--- src/rtl/dxc_shadow_regs.sv ---
module dxc_shadow_regs #(
  parameter int unsigned CNT_BYTES = 3,
  localparam int unsigned CNT_W = CNT_BYTES * 8,
  localparam int unsigned SEL_W = (CNT_BYTES > 1) ? $clog2(CNT_BYTES) : 1
) (
  input  logic             clk,
  input  logic             rst_ni,
  input  logic             wr_i,
  input  logic [SEL_W-1:0] sel_i,
  input  logic [7:0]       wdata_i,
  output logic [CNT_W-1:0] shadow_o,
  output logic             hi_written_o,
  output logic             cnt_write_o
);
  localparam logic [SEL_W-1:0] HI_SEL = SEL_W'(CNT_BYTES - 1);

  logic [CNT_W-1:0] shd_q, shd_d;
  logic             hiw_q, hiw_d;
  logic             sel_ok;

  assign sel_ok = (sel_i <= HI_SEL);

  for (genvar b = 0; b < CNT_BYTES; b++) begin : g_byte
    logic hit;
    assign hit = wr_i && (sel_i == SEL_W'(b));
    always_comb begin
      shd_d[b*8 +: 8] = shd_q[b*8 +: 8];
      if (hit) shd_d[b*8 +: 8] = wdata_i;
    end
  end

  always_comb begin
    hiw_d = hiw_q;
    if (wr_i && sel_i == HI_SEL) hiw_d = 1'b1;
  end

  always_ff @(posedge clk or negedge rst_ni) begin
    if (!rst_ni) begin
      shd_q <= '0;
      hiw_q <= 1'b0;
    end else begin
      shd_q <= shd_d;
      hiw_q <= hiw_d;
    end
  end

  assign shadow_o     = shd_q;
  assign hi_written_o = hiw_q;
  assign cnt_write_o  = wr_i && sel_ok;


  hi_mark_chk: assert property (@(posedge clk) disable iff (!rst_ni)
    (wr_i && sel_i == HI_SEL) |=> hi_written_o);

  hi_sticky_chk: assert property (@(posedge clk) disable iff (!rst_ni)
    hi_written_o |=> hi_written_o);
endmodule

--- src/rtl/dxc_len_resolve.sv ---
module dxc_len_resolve #(
  parameter int unsigned CNT_BYTES    = 3,
  parameter int unsigned ZERO_LEN     = 32'h10000,
  parameter int unsigned CMDBUF_BYTES = 32,
  localparam int unsigned CNT_W  = CNT_BYTES * 8,
  localparam int unsigned PEND_W = CNT_W + 1
) (
  input  logic              clk,
  input  logic              rst_ni,
  input  logic [CNT_W-1:0]  count_i,
  input  logic [PEND_W-1:0] pend_i,
  input  logic              collect_i,
  output logic [CNT_W-1:0]  eff_o
);
  logic [PEND_W-1:0] cnt_eff, lim, mag;

  always_comb begin
    if (pend_i[PEND_W-1]) mag = PEND_W'(-pend_i);
    else                  mag = pend_i;
    cnt_eff = (count_i == '0) ? PEND_W'(ZERO_LEN) : PEND_W'(count_i);
    lim     = collect_i ? PEND_W'(CMDBUF_BYTES) : mag;
    eff_o   = (cnt_eff < lim) ? CNT_W'(cnt_eff) : CNT_W'(lim);
  end


  eff_nonzero_chk: assert property (@(posedge clk) disable iff (!rst_ni)
    (collect_i || pend_i != '0) |-> (eff_o != '0));

  eff_bound_chk: assert property (@(posedge clk) disable iff (!rst_ni)
    (count_i != '0) |-> (eff_o <= count_i));
endmodule

--- src/rtl/dxc_live_counter.sv ---
module dxc_live_counter #(
  parameter int unsigned CNT_BYTES = 3,
  localparam int unsigned CNT_W = CNT_BYTES * 8
) (
  input  logic             clk,
  input  logic             rst_ni,
  input  logic             load_i,
  input  logic [CNT_W-1:0] load_val_i,
  input  logic             start_i,
  input  logic [CNT_W-1:0] start_len_i,
  input  logic             dec_i,
  input  logic             tc_clr_i,
  output logic [CNT_W-1:0] cnt_o,
  output logic             tc_o,
  output logic             active_o,
  output logic             done_o
);
  logic [CNT_W-1:0] cnt_q, cnt_d;
  logic             tc_q, tc_d;
  logic             act_q, act_d;
  logic             done_q, done_d;
  logic             fin;
  logic             step;

  assign step = act_q && dec_i && !start_i && !load_i && (cnt_q != '0);
  assign fin  = (start_i && start_len_i == '0) ||
                (step && cnt_q == CNT_W'(1));

  always_comb begin
    cnt_d  = cnt_q;
    act_d  = act_q;
    tc_d   = tc_q;
    done_d = fin;
    if (start_i) begin
      cnt_d = start_len_i;
      act_d = (start_len_i != '0);
      tc_d  = 1'b0;
    end else if (load_i) begin
      cnt_d = load_val_i;
      act_d = 1'b0;
    end else if (step) begin
      cnt_d = cnt_q - CNT_W'(1);
      if (cnt_q == CNT_W'(1)) act_d = 1'b0;
    end
    if (tc_clr_i) tc_d = 1'b0;
    if (fin)      tc_d = 1'b1;
  end

  always_ff @(posedge clk or negedge rst_ni) begin
    if (!rst_ni) begin
      cnt_q  <= '0;
      tc_q   <= 1'b0;
      act_q  <= 1'b0;
      done_q <= 1'b0;
    end else begin
      cnt_q  <= cnt_d;
      tc_q   <= tc_d;
      act_q  <= act_d;
      done_q <= done_d;
    end
  end

  assign cnt_o    = cnt_q;
  assign tc_o     = tc_q;
  assign active_o = act_q;
  assign done_o   = done_q;


  done_state_chk: assert property (@(posedge clk) disable iff (!rst_ni)
    done_o |-> (tc_o && !active_o && cnt_o == '0));

  done_single_chk: assert property (@(posedge clk) disable iff (!rst_ni)
    (done_o && !start_i) |=> !done_o);

  dec_step_chk: assert property (@(posedge clk) disable iff (!rst_ni)
    (active_o && dec_i && !start_i && !load_i) |=> (cnt_o == $past(cnt_o) - CNT_W'(1)));

  idle_hold_chk: assert property (@(posedge clk) disable iff (!rst_ni)
    (!active_o && !start_i && !load_i) |=> $stable(cnt_o));

  tc_clear_chk: assert property (@(posedge clk) disable iff (!rst_ni)
    (tc_clr_i && !fin) |=> !tc_o);

  start_chk: assert property (@(posedge clk) disable iff (!rst_ni)
    (start_i && start_len_i != '0) |=> (active_o && !tc_o));
endmodule

--- src/rtl/dma_xfer_counter.sv ---
module dma_xfer_counter #(
  parameter int unsigned CNT_BYTES    = 3,
  parameter int unsigned ZERO_LEN     = 32'h10000,
  parameter int unsigned CMDBUF_BYTES = 32,
  parameter logic [7:0]  CHIP_ID      = 8'hA2,
  localparam int unsigned CNT_W  = CNT_BYTES * 8,
  localparam int unsigned PEND_W = CNT_W + 1,
  localparam int unsigned SEL_W  = (CNT_BYTES > 1) ? $clog2(CNT_BYTES) : 1
) (
  input  logic              clk,
  input  logic              rst_n,
  input  logic              reg_wr,
  input  logic [SEL_W-1:0]  reg_sel,
  input  logic [7:0]        reg_wdata,
  output logic [7:0]        reg_rdata,
  input  logic              cmd_wr,
  input  logic              cmd_dma,
  input  logic              cmd_xfer,
  input  logic              cmd_collect,
  input  logic [PEND_W-1:0] pend_cnt,
  input  logic              xfer_byte,
  output logic [CNT_W-1:0]  eff_len,
  output logic              tc_flag,
  output logic              done_evt,
  output logic              dma_mode,
  output logic              xfer_active
);
  localparam logic [SEL_W-1:0] HI_SEL = SEL_W'(CNT_BYTES - 1);

  logic             rst_s1_q, rst_s2_q;
  logic             rst_i;
  logic [CNT_W-1:0] shadow, live;
  logic             hi_written, cnt_write;
  logic             dma_q, dma_d;
  logic             load, start;

  always_ff @(posedge clk or negedge rst_n) begin
    if (!rst_n) begin
      rst_s1_q <= 1'b0;
      rst_s2_q <= 1'b0;
    end else begin
      rst_s1_q <= 1'b1;
      rst_s2_q <= rst_s1_q;
    end
  end
  assign rst_i = rst_s2_q;

  dxc_shadow_regs #(.CNT_BYTES(CNT_BYTES)) u_shadow (
    .clk          (clk),
    .rst_ni       (rst_i),
    .wr_i         (reg_wr),
    .sel_i        (reg_sel),
    .wdata_i      (reg_wdata),
    .shadow_o     (shadow),
    .hi_written_o (hi_written),
    .cnt_write_o  (cnt_write)
  );

  dxc_len_resolve #(
    .CNT_BYTES    (CNT_BYTES),
    .ZERO_LEN     (ZERO_LEN),
    .CMDBUF_BYTES (CMDBUF_BYTES)
  ) u_resolve (
    .clk       (clk),
    .rst_ni    (rst_i),
    .count_i   (shadow),
    .pend_i    (pend_cnt),
    .collect_i (cmd_collect),
    .eff_o     (eff_len)
  );

  assign load  = cmd_wr && cmd_dma;
  assign start = load && cmd_xfer;

  dxc_live_counter #(.CNT_BYTES(CNT_BYTES)) u_counter (
    .clk         (clk),
    .rst_ni      (rst_i),
    .load_i      (load),
    .load_val_i  (shadow),
    .start_i     (start),
    .start_len_i (eff_len),
    .dec_i       (xfer_byte),
    .tc_clr_i    (cnt_write),
    .cnt_o       (live),
    .tc_o        (tc_flag),
    .active_o    (xfer_active),
    .done_o      (done_evt)
  );

  always_comb begin
    dma_d = dma_q;
    if (cmd_wr) dma_d = cmd_dma;
  end

  always_ff @(posedge clk or negedge rst_i) begin
    if (!rst_i) dma_q <= 1'b0;
    else        dma_q <= dma_d;
  end
  assign dma_mode = dma_q;

  always_comb begin
    reg_rdata = 8'h00;
    for (int b = 0; b < CNT_BYTES; b++) begin
      if (reg_sel == SEL_W'(b)) reg_rdata = live[b*8 +: 8];
    end
    if (reg_sel == HI_SEL && !hi_written) reg_rdata = CHIP_ID;
  end


  reload_chk: assert property (@(posedge clk) disable iff (!rst_i)
    (load && !cmd_xfer) |=> (live == $past(shadow) && dma_mode));

  pio_hold_chk: assert property (@(posedge clk) disable iff (!rst_i)
    (cmd_wr && !cmd_dma && !xfer_active) |=> (!dma_mode && $stable(live)));
endmodule

--- config.mk ---
export PLATFORM = sky130hd
export DESIGN_NAME = dma_xfer_counter
export DESIGN_NICKNAME = d
export VERILOG_FILES = /design/src/rtl/dxc_shadow_regs.sv /design/src/rtl/dxc_len_resolve.sv /design/src/rtl/dxc_live_counter.sv /design/src/rtl/dma_xfer_counter.sv
export SDC_FILE = /design/constraint.sdc
export NUM_CORES = 1
export LEC_CHECK = 0
export BUFFER_PORTS_ARGS = -buffer_cell sky130_fd_sc_hd__buf_4
export CORE_UTILIZATION = 60
export CTS_CLUSTER_SIZE = 12
export DETAILED_ROUTE_END_ITERATION = 16
export MAX_ROUTING_LAYER = met4
export PLACE_DENSITY_LB_ADDON = 0.05
export RECOVER_POWER = 25
export SETUP_SLACK_MARGIN = 0.2
export SYNTH_ARGS = -nofsm -noshare
export SYNTH_HDL_FRONTEND = slang
export SYNTH_HIERARCHICAL = 1
export SYNTH_SLANG_ARGS = --single-unit
--- constraint.sdc ---
create_clock -name clk -period 11.4 [get_ports clk]
set_clock_uncertainty 0.15 [all_clocks]
set_input_delay 1.71 -clock clk [delete_from_list [all_inputs] [get_ports clk]]
set_output_delay 1.71 -clock clk [all_outputs]
set_load 0.005 [all_outputs]
==> key figures, run 1 <==
Yosys
  – Synth area leader: dfrtp_1
  – Synth Net Count: 643
  – Synth Flop Type: dfrtp_1
  – Post-synth EDFFs: 0
  – Top cell type's share of synthesized area: 27.5%
  – Sequential area share after synthesis: 27.5%
  – Post-synth cell types: 71
  – Post-synth top cells: 55 x dfrtp_1, 40 x inv_1, 37 x clkbuf_1
  – Avg Synthesized Cell Area: 8.73 um^2
  – Mapped Cells: ~570
  – Warnings from Yosys: 6
  – Top-count cell post-synth: dfrtp_1
  – Area contributors post-synth: dfrtp_1 28%, mux2i_1 6.8%, ha_1 6.8%
  – Async set or reset register ratio after synthesis: between 90% and 100%
  – #FFs+latches synth: 55
  – Netlist Area Pre-Place: 5000 um^2

Critical path
  – Data arrival, critical path: 5.81 ns
  – Cell chain of the critical path: buf_4 > nor4_2 > nand3_1 > o41ai_1 > xnor2_1 > nand2b_1 > ha_1 > nand3_1 > nor3_1 > a2111oi_0 > o221ai_1 > nand2_4 > mux2i_1 > buf_4
  – CP peak stage delay: 0.60 ns
  – Critical path peak fanout: 23
  – Crit-path slowest cell: mux2i_1
  – Worst EP required: approximately 9.5 ns
  – Crit. End Element: output port
  – Crit Path Category: in -> out
  – Critical Path Start Type: primary input

Global routing
  – Largest net degree at the start of global routing: 54
  – First-pass GRT wire length: 23300 um
  – Gr usage total: a little over a third
  – GRT overflow: 0
  – Initial antenna violation count: 0
  – Vias in the first global route: between 4000 and 5000

Detailed routing
  – Detail Route Antenna Nets: 0
  – Total number of vias: 4784
  – Drt wl/cell: 20.4 um
  – Iter 0 DRT Violations: 419
  – Pre-Repair DR Iteration Count: 5
  – Via density per instance: 6.66
  – Total detailed-routing wirelength: 14600 um
  – DRC viols: 0

Die
  – Row count: 32
  – # IOs: 79
  – Die Y: 93.3 um
  – Die Wd: 93.3 um
  – Starting Density: 63.5%
  – Die area: 8710 um^2
  – Core Area: 7890 um^2

Clock tree
  – Maximum buffer depth of the clock tree: 2
  – H-Tree Depth: 2
  – Post CTS Setup Buffer Count: 0
  – CTS buffer count: 5
  – Clock sink count: 55
  – Worst-path clk slew: 0.10 ns
  – Worst-Skew Late Latency: 0.32 ns
  – Post-CTS Resized: 0
  – Clk root buf: clkbuf_8
  – CTS tree: done
  – CTS Hold Bufs: 0

Power
  – Pint: 0.458 mW
  – IR drop worst, VDD: a little over 0.09 mV
  – Logic pwr share: between 40% and 50%
  – Sw power: around 0.34 mW
  – Clock power share: 14.1%
  – Total power: 0.801 mW
  – Sw Share: ~43%
  – Sequential power share: 38.0%
  – Leak: 2.43 nW
  – Pwr dens: approximately 140 nW/um^2

Status
  – Failing checks: capacitance limit, slew limit
  – Status: complete, but fails checks

Flow run
  – MaxCap Viol Count: 1

Final layout
  – Fin area: 5590 um^2
  – Nets: 685
  – Share of layout cells above drive strength 1: 24.0%
  – Antenna cells: 0
  – Multi-input logic area: approximately 3200 um^2
  – Layout area overhead: 11.7%
  – Reg area: ~1400 um^2
  – Fillers: 637

Timing
  – Final hold slack: 0.216 ns
  – Tcrit/Tclk final: 67.3%
  – Final setup TNS: 0 ns
  – Fin. Hold Viols: 0
  – Final number of setup-violating endpoints: 0
  – Worst-Margin Slew: 2.92 ns
  – Rel. slew slack: -94.7%
  – Tmin final: 7.67 ns
  – FMAX: 130 MHz
  – Pins Over Slew Limit: 54
  – Unrepaired setup endpoints after global routing: false

Placement
  – Port Buffers: 78
  – RD Place Congestion: ~1
  – DP Area: 5500 um^2
  – Post-DP HPWL: ~11000 um

Hold path
  – Hold WC Path Type: reg -> reg
power groups by stage:
stage | clock network, mW | registers (mW) | logic (mW)
after floorplan | 0 | 0.281 | 0.267
after global placement | 0 | 0.304 | 0.363
after detailed placement | 0 | 0.306 | 0.374
after CTS | 0.113 | 0.302 | 0.376
after global routing | 0.123 | 0.313 | 0.413
final | 0.113 | 0.304 | 0.383
worst paths after layout:
kind / from / to / slack, ns / depth (start not counted)
min reg2reg: rst_s1_q$_DFF_PN0_ / rst_i$_DFF_PN0_ / 0.22 / 0
max: pend_cnt[6] / eff_len[23] / 3.73 / 14
min: rst_s1_q$_DFF_PN0_ / rst_i$_DFF_PN0_ / 0.22 / 0
max in group asynchronous: rst_i$_DFF_PN0_ / u_counter/cnt_o[17]$_DFFE_PN0P_ / 8.30 / 1
min in group asynchronous: rst_n / rst_i$_DFF_PN0_ / 1.00 / 1
max reg2reg: u_shadow/shadow_o[0]$_DFFE_PN0P_ / u_counter/done_o$_DFF_PN0_ / 6.57 / 17
layer usage:
layer | global-route usage [%] | wire length, um
met5 | - | 0
met4 | 10.9 | 330
met1 | 51.2 | 6510
met2 | 53.3 | 6540
met3 | 4.31 | 1260
stage by stage:
step / util, % / worst slack [ns] / cells
finish: 70.8 / 3.73 / 718
detailed placement: 69.8 / 3.90 / 710
floorplan: - / 4.79 / 573
global placement: 69.8 / 3.97 / 710
CTS: 70.9 / 3.85 / 718
global route: 70.8 / 3.40 / 718
final cells by class:
cell class,instances,area share [%]
clock buffers,5,1.23
inverters,40,2.69
repair buffers,82,10.9
multi-input cells,431,57.8
clock inverters,3,0.358
well taps,102,2.28
flip-flops and latches,55,24.7
cell families (layout without fill, tap and decap cells):
group                      after synthesis  count (layout)  synth area share [%]
buffers and inverters                   87             130                  7.92
other                                    1               1                0.0749
AOI/OAI and AO/OA                      137             137                  19.4
muxes                                   61              61                  12.9
adders and majority gates               27              27                  6.75
and+or+nand+nor                        178             178                  20.7
DFF                                     55              55                  27.5
xor gates and xnor gates                27              27                  4.73
worst max-delay path, delay by kind of cell:
kind,cells,cell delay (ns)
buf+inv,2,0.34
fa+ha+maj,1,0.30
compound gates,3,1.16
mux,1,0.60
simple gates,6,1.53
xor+xnor,1,0.16
cells in the final DEF, fill, tap and decap left out, types with 6 or more instances in the layout:
master | synthesis | final
a31oi_1 | 8 | 8
nand3_1 | 8 | 8
nor3_1 | 18 | 18
ha_1 | 27 | 27
xnor2_1 | 14 | 14
or2_2 | 12 | 12
nor2_1 | 18 | 18
nand2_1 | 33 | 33
nor4_1 | 22 | 22
nand2b_1 | 17 | 17
o21ai_1 | 6 | 6
dfrtp_1 | 55 | 54
inv_1 | 40 | 40
buf_4 | 1 | 81
mux2_2 | 26 | 26
nand4_1 | 10 | 10
xor2_1 | 13 | 13
mux2i_1 | 34 | 34
o22ai_1 | 17 | 17
a21oi_1 | 22 | 22
o31ai_1 | 8 | 8
o41ai_1 | 7 | 7
o21ai_0 | 18 | 18
No activity file was read; power rests on OpenSTA's default activity.
==> run 2: changes to the inputs <==
--- a/config.mk
+++ b/config.mk
@@ -6,7 +6,7 @@
 export NUM_CORES = 1
 export LEC_CHECK = 0
 export BUFFER_PORTS_ARGS = -buffer_cell sky130_fd_sc_hd__buf_4
-export CORE_UTILIZATION = 60
+export CORE_UTILIZATION = 58
 export CTS_CLUSTER_SIZE = 12
 export DETAILED_ROUTE_END_ITERATION = 16
 export MAX_ROUTING_LAYER = met4
==> constraint.sdc (replaced) <==
create_clock -name clk -period 7.2 [get_ports clk]
set_clock_uncertainty 0.15 [all_clocks]
set_input_delay 1.08 -clock clk [delete_from_list [all_inputs] [get_ports clk]]
set_output_delay 1.08 -clock clk [all_outputs]
set_load 0.005 [all_outputs]
==> run 2 against run 1 <==
The run still ends with capacitance limit, slew limit left. Die area increased by 3.4%. Sequential power increased by 60%. Hold slack improved by 0.0063 ns. First-iteration DRC count increased by 2.1%. Power increased by 59%. Worst setup slack got worse by 3.0 ns. Cell count increased by 0.42%. Global-route usage decreased by 1.1 points. Routed wire length increased by 0.87%. Combinational power increased by 58%. Clock power increased by 60%. Critical path type unchanged.
==> key figures, run 2 (synthesis results as in run 1) <==
Final layout
  – Layout area overhead: 11.7%
  – Most common cell after layout, fill and taps aside: buf_4
  – Nets: 685
  – Most frequent cells in the layout: 80 x buf_4, 54 x dfrtp_1, 40 x inv_1, 34 x mux2i_1, 33 x nand2_1
  – Share of layout cells above drive strength 1: a little under a quarter
  – Antenna cells: 0
  – Fin area: 5590 um^2
  – Fillers: 700

Detailed routing
  – Iter 0 DRT Violations: 428
  – DRC viols: 0
  – Max Used Layer: met4
  – Drt wl/cell: 20.5 um
  – Met1 WL: 6400 um
  – Metal2 WL: 6870 um
  – Via density per instance: 6.62
  – Detail Route Antenna Nets: 0
  – WL met3: between 1000 and 1500 um
  – Pre-Repair DR Iteration Count: 5
  – Total detailed-routing wirelength: 14800 um
  – Total number of vias: 4770

Power
  – Clock power share: around 14%
  – Sw Share: 42.2%
  – Leak: ~2.4 nW
  – Sequential power share: between 30% and 40%
  – Pint: 0.734 mW
  – Total power: 1.27 mW
  – Logic pwr share: 47.7%
  – Pwr dens: 227 nW/um^2
  – IR drop worst, VDD: between 0.15 and 0.2 mV
  – Sw power: approximately 0.54 mW

Clock tree
  – CTS Hold Bufs: 0
  – Worst-path clk slew: approximately 0.1 ns
  – Clk root buf: clkbuf_8
  – H-Tree Depth: 2
  – Worst-Skew Late Latency: approximately 0.31 ns
  – CTS tree: done
  – Clock sink count: 55
  – Post-CTS Resized: 0
  – CTS buffer count: 5
  – Post CTS Setup Buffer Count: 0
  – Maximum buffer depth of the clock tree: 2

Hold path
  – Hold WC Path Type: reg -> reg
  – Min-delay src: rst_s1_q$_DFF_PN0_

Placement
  – Post-DP HPWL: 11300 um
  – DP Area: 5510 um^2
  – RD Place Congestion: a little under 1
  – Port Buffers: 78
  – Placement Setup Slack: ~0.85 ns

Timing
  – FMAX: ~150 MHz
  – Pins Over Slew Limit: 54
  – Final number of setup-violating endpoints: 0
  – Tcrit/Tclk final: 90.0%
  – Rel. slew slack: -93.8%
  – Fin. Hold Viols: 0
  – Final worst setup slack: 0.723 ns
  – Final setup TNS: 0 ns
  – Tmin final: 6.48 ns
  – Worst-Margin Slew: 2.91 ns
  – Unrepaired setup endpoints after global routing: false

Status
  – Status: complete, but fails checks
  – Failing checks: capacitance limit, slew limit

Flow run
  – MaxCap Viol Count: 1

Critical path
  – Critical Path Start Type: primary input
  – Reg2reg start: u_shadow/shadow_o[4]$_DFFE_PN0P_
  – Critical Path Source: pend_cnt[0]
  – Delay-heaviest family, CP: simple AND/OR/NAND/NOR gates
  – Worst EP required: ~6.0 ns
  – Data arrival, critical path: 5.25 ns
  – CP peak stage delay: between 0.5 and 0.6 ns
  – Cell chain of the critical path: buf_4 > inv_1 > ha_1 > nor3b_1 > nand4_1 > o31ai_1 > xnor2_1 > nand2b_1 > ha_1 > a21oi_1 > nor3_1 > a2111oi_0 > o221ai_1 > nand2_4 > mux2i_1 > buf_4
  – Crit Path Category: in -> out
  – Critical path peak fanout: 23
  – Reg2reg setup slack: 2.68 ns
  – Crit. End Element: output port
  – Crit path buffers/inverters: 3
  – Crit-path slowest cell: mux2i_1

Global routing
  – Initial antenna violation count: 0
  – Gr usage total: 34.7%
  – Largest net degree at the start of global routing: 54
  – Vias in the first global route: 4564
  – First-pass GRT wire length: 23200 um
  – GRT overflow: 0

Die
  – Row count: 33
  – Die Wd: 94.9 um
  – Core Area: 8300 um^2
  – Die area: about 9000 um^2
  – Starting Density: 60.3%
  – # IOs: 79
  – Die Y: 94.9 um
==> run 2: cell count changes in the layout (fill, tap and decap cells not counted), sizes merged <==
cell      before  now
clkinvlp       2    0
buf           81   80
clkbuf         6    9
==> run 2: per-layer routing <==
metal,track usage [%],vias up
met1,46.6,2304
met2,54.2,244
met5,-,-
met3,5.56,20
met4,9.47,0
li1,-,2202
==> run 2: final cells by class <==
class	instances	area (um^2)	area share, %
clock buffers	7	86.3	1.54
inverters	40	150	2.69
multi-input cells	431	3230	57.8
well taps	105	131	2.35
repair buffers	82	608	10.9
flip-flops and latches	55	1380	24.6
clock inverters	1	5.00	0.0895
==> run 2: through the flow <==
stage / utilization [%] / hold slack, ns / std cells
after floorplan: - / 0.181 / 573
after global placement: 66.4 / 0.194 / 713
after detailed placement: 66.4 / 0.198 / 713
after CTS: 67.5 / 0.222 / 721
after global routing: 67.4 / 0.225 / 721
final: 67.4 / 0.223 / 721
==> run 2: power groups by stage <==
stage	registers (mW)	logic [mW]	clock network [mW]
3_3_place_gp	0.483	0.576	0
6_report	0.485	0.606	0.181
3_5_place_dp	0.486	0.594	0
2_1_floorplan	0.445	0.422	0
4_1_cts	0.480	0.597	0.182
5_1_grt	0.494	0.660	0.194
==> run 2: path summary, 6_finish.rpt <==
| check | cells past startpoint | endpoint |
|---|---|---|
| max | 16 | eff_len[4] |
| min | 0 | rst_i$_DFF_PN0_ |
| max reg2reg | 17 | u_counter/done_o$_DFF_PN0_ |
| min reg2reg | 0 | rst_i$_DFF_PN0_ |
| max in group asynchronous | 1 | u_shadow/shadow_o[12]$_DFFE_PN0P_ |
| min in group asynchronous | 1 | rst_s1_q$_DFF_PN0_ |
==> run 2: worst register-to-register path, stage by stage, from the launching register on <==
cell	delay (ns)
dfrtp_1	0.48
nor4_1	0.39
nand4_1	0.15
nor2_1	0.13
nor2_1	0.07
inv_1	0.07
ha_1	0.26
a211oi_1	0.31
o211ai_1	0.14
a31oi_1	0.21
o221ai_1	0.25
nand2_4	0.39
mux2i_1	0.20
nor4_1	0.54
nand4_1	0.17
nor2_1	0.30
nand2_1	0.13
o41ai_1	0.09
==> run 3: changes to the inputs <==
--- a/config.mk
+++ b/config.mk
@@ -5,15 +5,14 @@
 export SDC_FILE = /design/constraint.sdc
 export NUM_CORES = 1
 export LEC_CHECK = 0
-export BUFFER_PORTS_ARGS = -buffer_cell sky130_fd_sc_hd__buf_4
-export CORE_UTILIZATION = 58
+export CORE_UTILIZATION = 60
 export CTS_CLUSTER_SIZE = 12
 export DETAILED_ROUTE_END_ITERATION = 16
+export DONT_BUFFER_PORTS = 1
 export MAX_ROUTING_LAYER = met4
 export PLACE_DENSITY_LB_ADDON = 0.05
 export RECOVER_POWER = 25
 export SETUP_SLACK_MARGIN = 0.2
 export SYNTH_ARGS = -nofsm -noshare
 export SYNTH_HDL_FRONTEND = slang
-export SYNTH_HIERARCHICAL = 1
 export SYNTH_SLANG_ARGS = --single-unit
==> constraint.sdc (replaced) <==
create_clock -name clk -period 6.8 [get_ports clk]
set_clock_uncertainty 0.15 [all_clocks]
set_input_delay 1.02 -clock clk [delete_from_list [all_inputs] [get_ports clk]]
set_output_delay 1.02 -clock clk [all_outputs]
set_load 0.005 [all_outputs]
==> run 3 against run 2 <==
The run still ends with capacitance limit, slew limit left. First-iteration DRC count down 35%. Die area down 2.2%. Flip-flop and latch count unchanged. Synthesized cell count up 8.6%. Cell count down 4.4%. Count of clock-buffer cells in the layout down 1. Sequential share of layout area up 1.8 points. Non-clock buffer count down 71. Highest routed layer unchanged.
==> key figures, run 3 <==
Detailed routing
  – Total number of vias: around 4600
  – Drt wl/cell: 20.4 um
  – DRC viols: 0
  – Total detailed-routing wirelength: 14000 um
  – Iter 0 DRT Violations: 277
  – Pre-Repair DR Iteration Count: 7
  – Via density per instance: 6.64
  – Detail Route Antenna Nets: 0

Global routing
  – Initial antenna violation count: 0
  – Vias in the first global route: 4309
  – First-pass GRT wire length: 22500 um
  – Largest net degree at the start of global routing: 54
  – GRT overflow: 0
  – Gr usage total: between 30% and 40%

Final layout
  – Layout area overhead: 2.82%
  – Antenna cells: 0
  – Fillers: 709
  – Share of layout cells above drive strength 1: between 10% and 20%
  – Fin cells: 689
  – Nets: approximately 650
  – Most frequent cells in the layout: 60 x nand2_1, 54 x dfrtp_1, 46 x o21ai_0, 38 x nor2_1, 35 x mux2i_1
  – Reg area: 1380 um^2
  – Multi-input logic area: 3380 um^2
  – Most common cell after layout, fill and taps aside: nand2_1

Yosys
  – Top cell type's share of synthesized area: 27.2%
  – Mapped Cells: 622
  – #FFs+latches synth: 55
  – Netlist Area Pre-Place: between 5000 and 6000 um^2
  – Avg Synthesized Cell Area: 8.13 um^2
  – Synth area leader: dfrtp_1
  – Synth Net Count: 691
  – Post-synth EDFFs: 0
  – Post-synth top cells: 60 x nand2_1, 55 x dfrtp_1, 52 x clkbuf_1
  – Warnings from Yosys: 0
  – Area contributors post-synth: dfrtp_1 27%, mux2i_1 6.9%, mux2_2 6.9%
  – Top-count cell post-synth: nand2_1
  – Synth Flop Type: dfrtp_1
  – Async set or reset register ratio after synthesis: 100%
  – Sequential area share after synthesis: 27.2%
  – Post-synth cell types: 68

Die
  – Die Wd: ~94 um
  – # IOs: a little under 80
  – Starting Density: 61.9%
  – Row count: 33
  – Die area: about 8800 um^2
  – Core Area: ~8200 um^2
  – Die Y: around 94 um

Timing
  – Rel. slew slack: -90.2%
  – Fin. Hold Viols: 0
  – FMAX: 158 MHz
  – Tcrit/Tclk final: 92.8%
  – Pins Over Slew Limit: 54
  – Final setup TNS: 0 ns
  – Unrepaired setup endpoints after global routing: false
  – Tmin final: approximately 6.3 ns
  – Worst-Margin Slew: 2.85 ns
  – Final number of setup-violating endpoints: 0

Power
  – Leak: 2.08 nW
  – Sequential power share: 42.0%
  – Sw Share: 40.4%
  – Sw power: 0.504 mW
  – Logic pwr share: about two fifths
  – Total power: 1.25 mW
  – IR drop worst, VDD: 0.108 mV
  – Pint: between 0.7 and 0.8 mW
  – Clock power share: 17.7%
  – Pwr dens: 240 nW/um^2

Critical path
  – Crit. End Element: output port
  – Critical path peak fanout: 25
  – Crit Path Category: in -> out
  – Worst EP required: 5.63 ns
  – Data arrival, critical path: 5.14 ns
  – Critical Path Start Type: primary input
  – FF-to-FF path depth: 12

Clock tree
  – Worst-Skew Late Latency: 0.31 ns
  – Worst-path clk slew: 0.10 ns
  – Clk root buf: clkbuf_8
  – H-Tree Depth: 2
  – Clock sink count: 55
  – CTS buffer count: 5
  – CTS tree: done
  – Maximum buffer depth of the clock tree: 2

Hold path
  – Hold Crit Depth: 0
  – Hold WC Path Type: reg -> reg

Status
  – Failing checks: capacitance limit, slew limit
  – Status: complete, but fails checks

Placement
  – RD Place Congestion: about 1
  – Port Buffers: 0
  – # placed instances: 679
  – Post-DP HPWL: 10700 um

Flow run
  – MaxCap Viol Count: 1
run 3: changes by cell type after synthesis, sizes merged, moves of 6 or more:
cell	delta
clkbuf	+15
inv	-7
nand2	+26
nand2b	-15
nor2	+18
nor2b	+6
o21ai	+22
o22ai	-15
or2	-11
or3	+6
or4	+9
run 3: area by class of cell:
type / count / share of cell area, %
clock inverter: 2 / 0.746
timing repair buffer: 11 / 1.52
clock buffer: 6 / 1.39
sequential: 55 / 26.5
tap: 105 / 2.53
inverter: 33 / 2.38
multi-input combinational: 477 / 65.0
run 3: stage by stage:
| stage | area (um^2) | hold slack, ns | util [%] | setup slack, ns |
|---|---|---|---|---|
| after global routing | 5200 | 0.225 | 63.6 | 0.211 |
| after floorplan | 5060 | 0.181 | - | 0.849 |
| final | 5200 | 0.225 | 63.6 | 0.487 |
| after detailed placement | 5070 | 0.190 | 62.0 | 0.298 |
| after CTS | 5180 | 0.228 | 63.4 | 0.298 |
| after global placement | 5070 | 0.193 | 62.0 | 0.443 |
run 3: worst max-delay path, cell delays in order:
cell and delay [ns]:
or4_1 0.61, or4_4 0.64, o41ai_1 0.39, xor2_1 0.11
nor2_1 0.16, inv_1 0.07, ha_1 0.29, nand4_1 0.13
nor4_1 0.38, nand2_1 0.08, o211ai_1 0.44, o31ai_4 0.24
buf_4 0.27, mux2_2 0.30
run 3: cell families (layout without fill, tap and decap cells):
kind of cell               Yosys count  after routing  share of synthesized area, %
adders and majority gates           26             26                          6.43
xor gates and xnor gates            29             29                          5.02
and+or+nand+nor                    234            234                          25.2
buffers and inverters               91             52                          6.85
muxes                               67             67                          14.0
DFF                                 55             55                          27.2
AOI/OAI and AO/OA                  119            120                          15.2
other                                1              1                        0.0741
run 3: repair_timing:
item	CTS	global route
hold buffers	0	0
endpoints found under the setup margin	0	19
gates resized for setup	0	2
setup buffers	0	1
run 3: path summary, 6_finish.rpt:
path / from / end / slack, ns
max: pend_cnt[6] / eff_len[0] / 0.49
min: rst_s1_q$_DFF_PN0_ / rst_i$_DFF_PN0_ / 0.23
max reg2reg: u_shadow.shadow_o[4]$_DFFE_PN0P_ / u_counter.cnt_o[0]$_DFFE_PN0P_ / 2.86
min reg2reg: rst_s1_q$_DFF_PN0_ / rst_i$_DFF_PN0_ / 0.23
max in group asynchronous: rst_i$_DFF_PN0_ / u_counter.cnt_o[15]$_DFFE_PN0P_ / 3.74
min in group asynchronous: rst_n / rst_i$_DFF_PN0_ / 0.24
run 3: power groups by stage:
stage	Combinational [mW]	Clock [mW]	Sequential, mW
2_1_floorplan	0.413	0	0.482
3_3_place_gp	0.478	0	0.524
3_5_place_dp	0.491	0	0.526
4_1_cts	0.495	0.223	0.519
5_1_grt	0.564	0.236	0.533
6_report	0.504	0.220	0.523
run 3: routing by layer:
layer | global-route usage [%] | part of all wire, % | routed length (um) | up-vias
li1 | - | - | - | 2175
met1 | 46.4 | 45 | 6310 | 2196
met2 | 53.3 | 48 | 6680 | 186
met3 | 3.40 | 5.5 | 766 | 19
met4 | 8.72 | 2.0 | 284 | 0
met5 | - | 0 | 0 | -
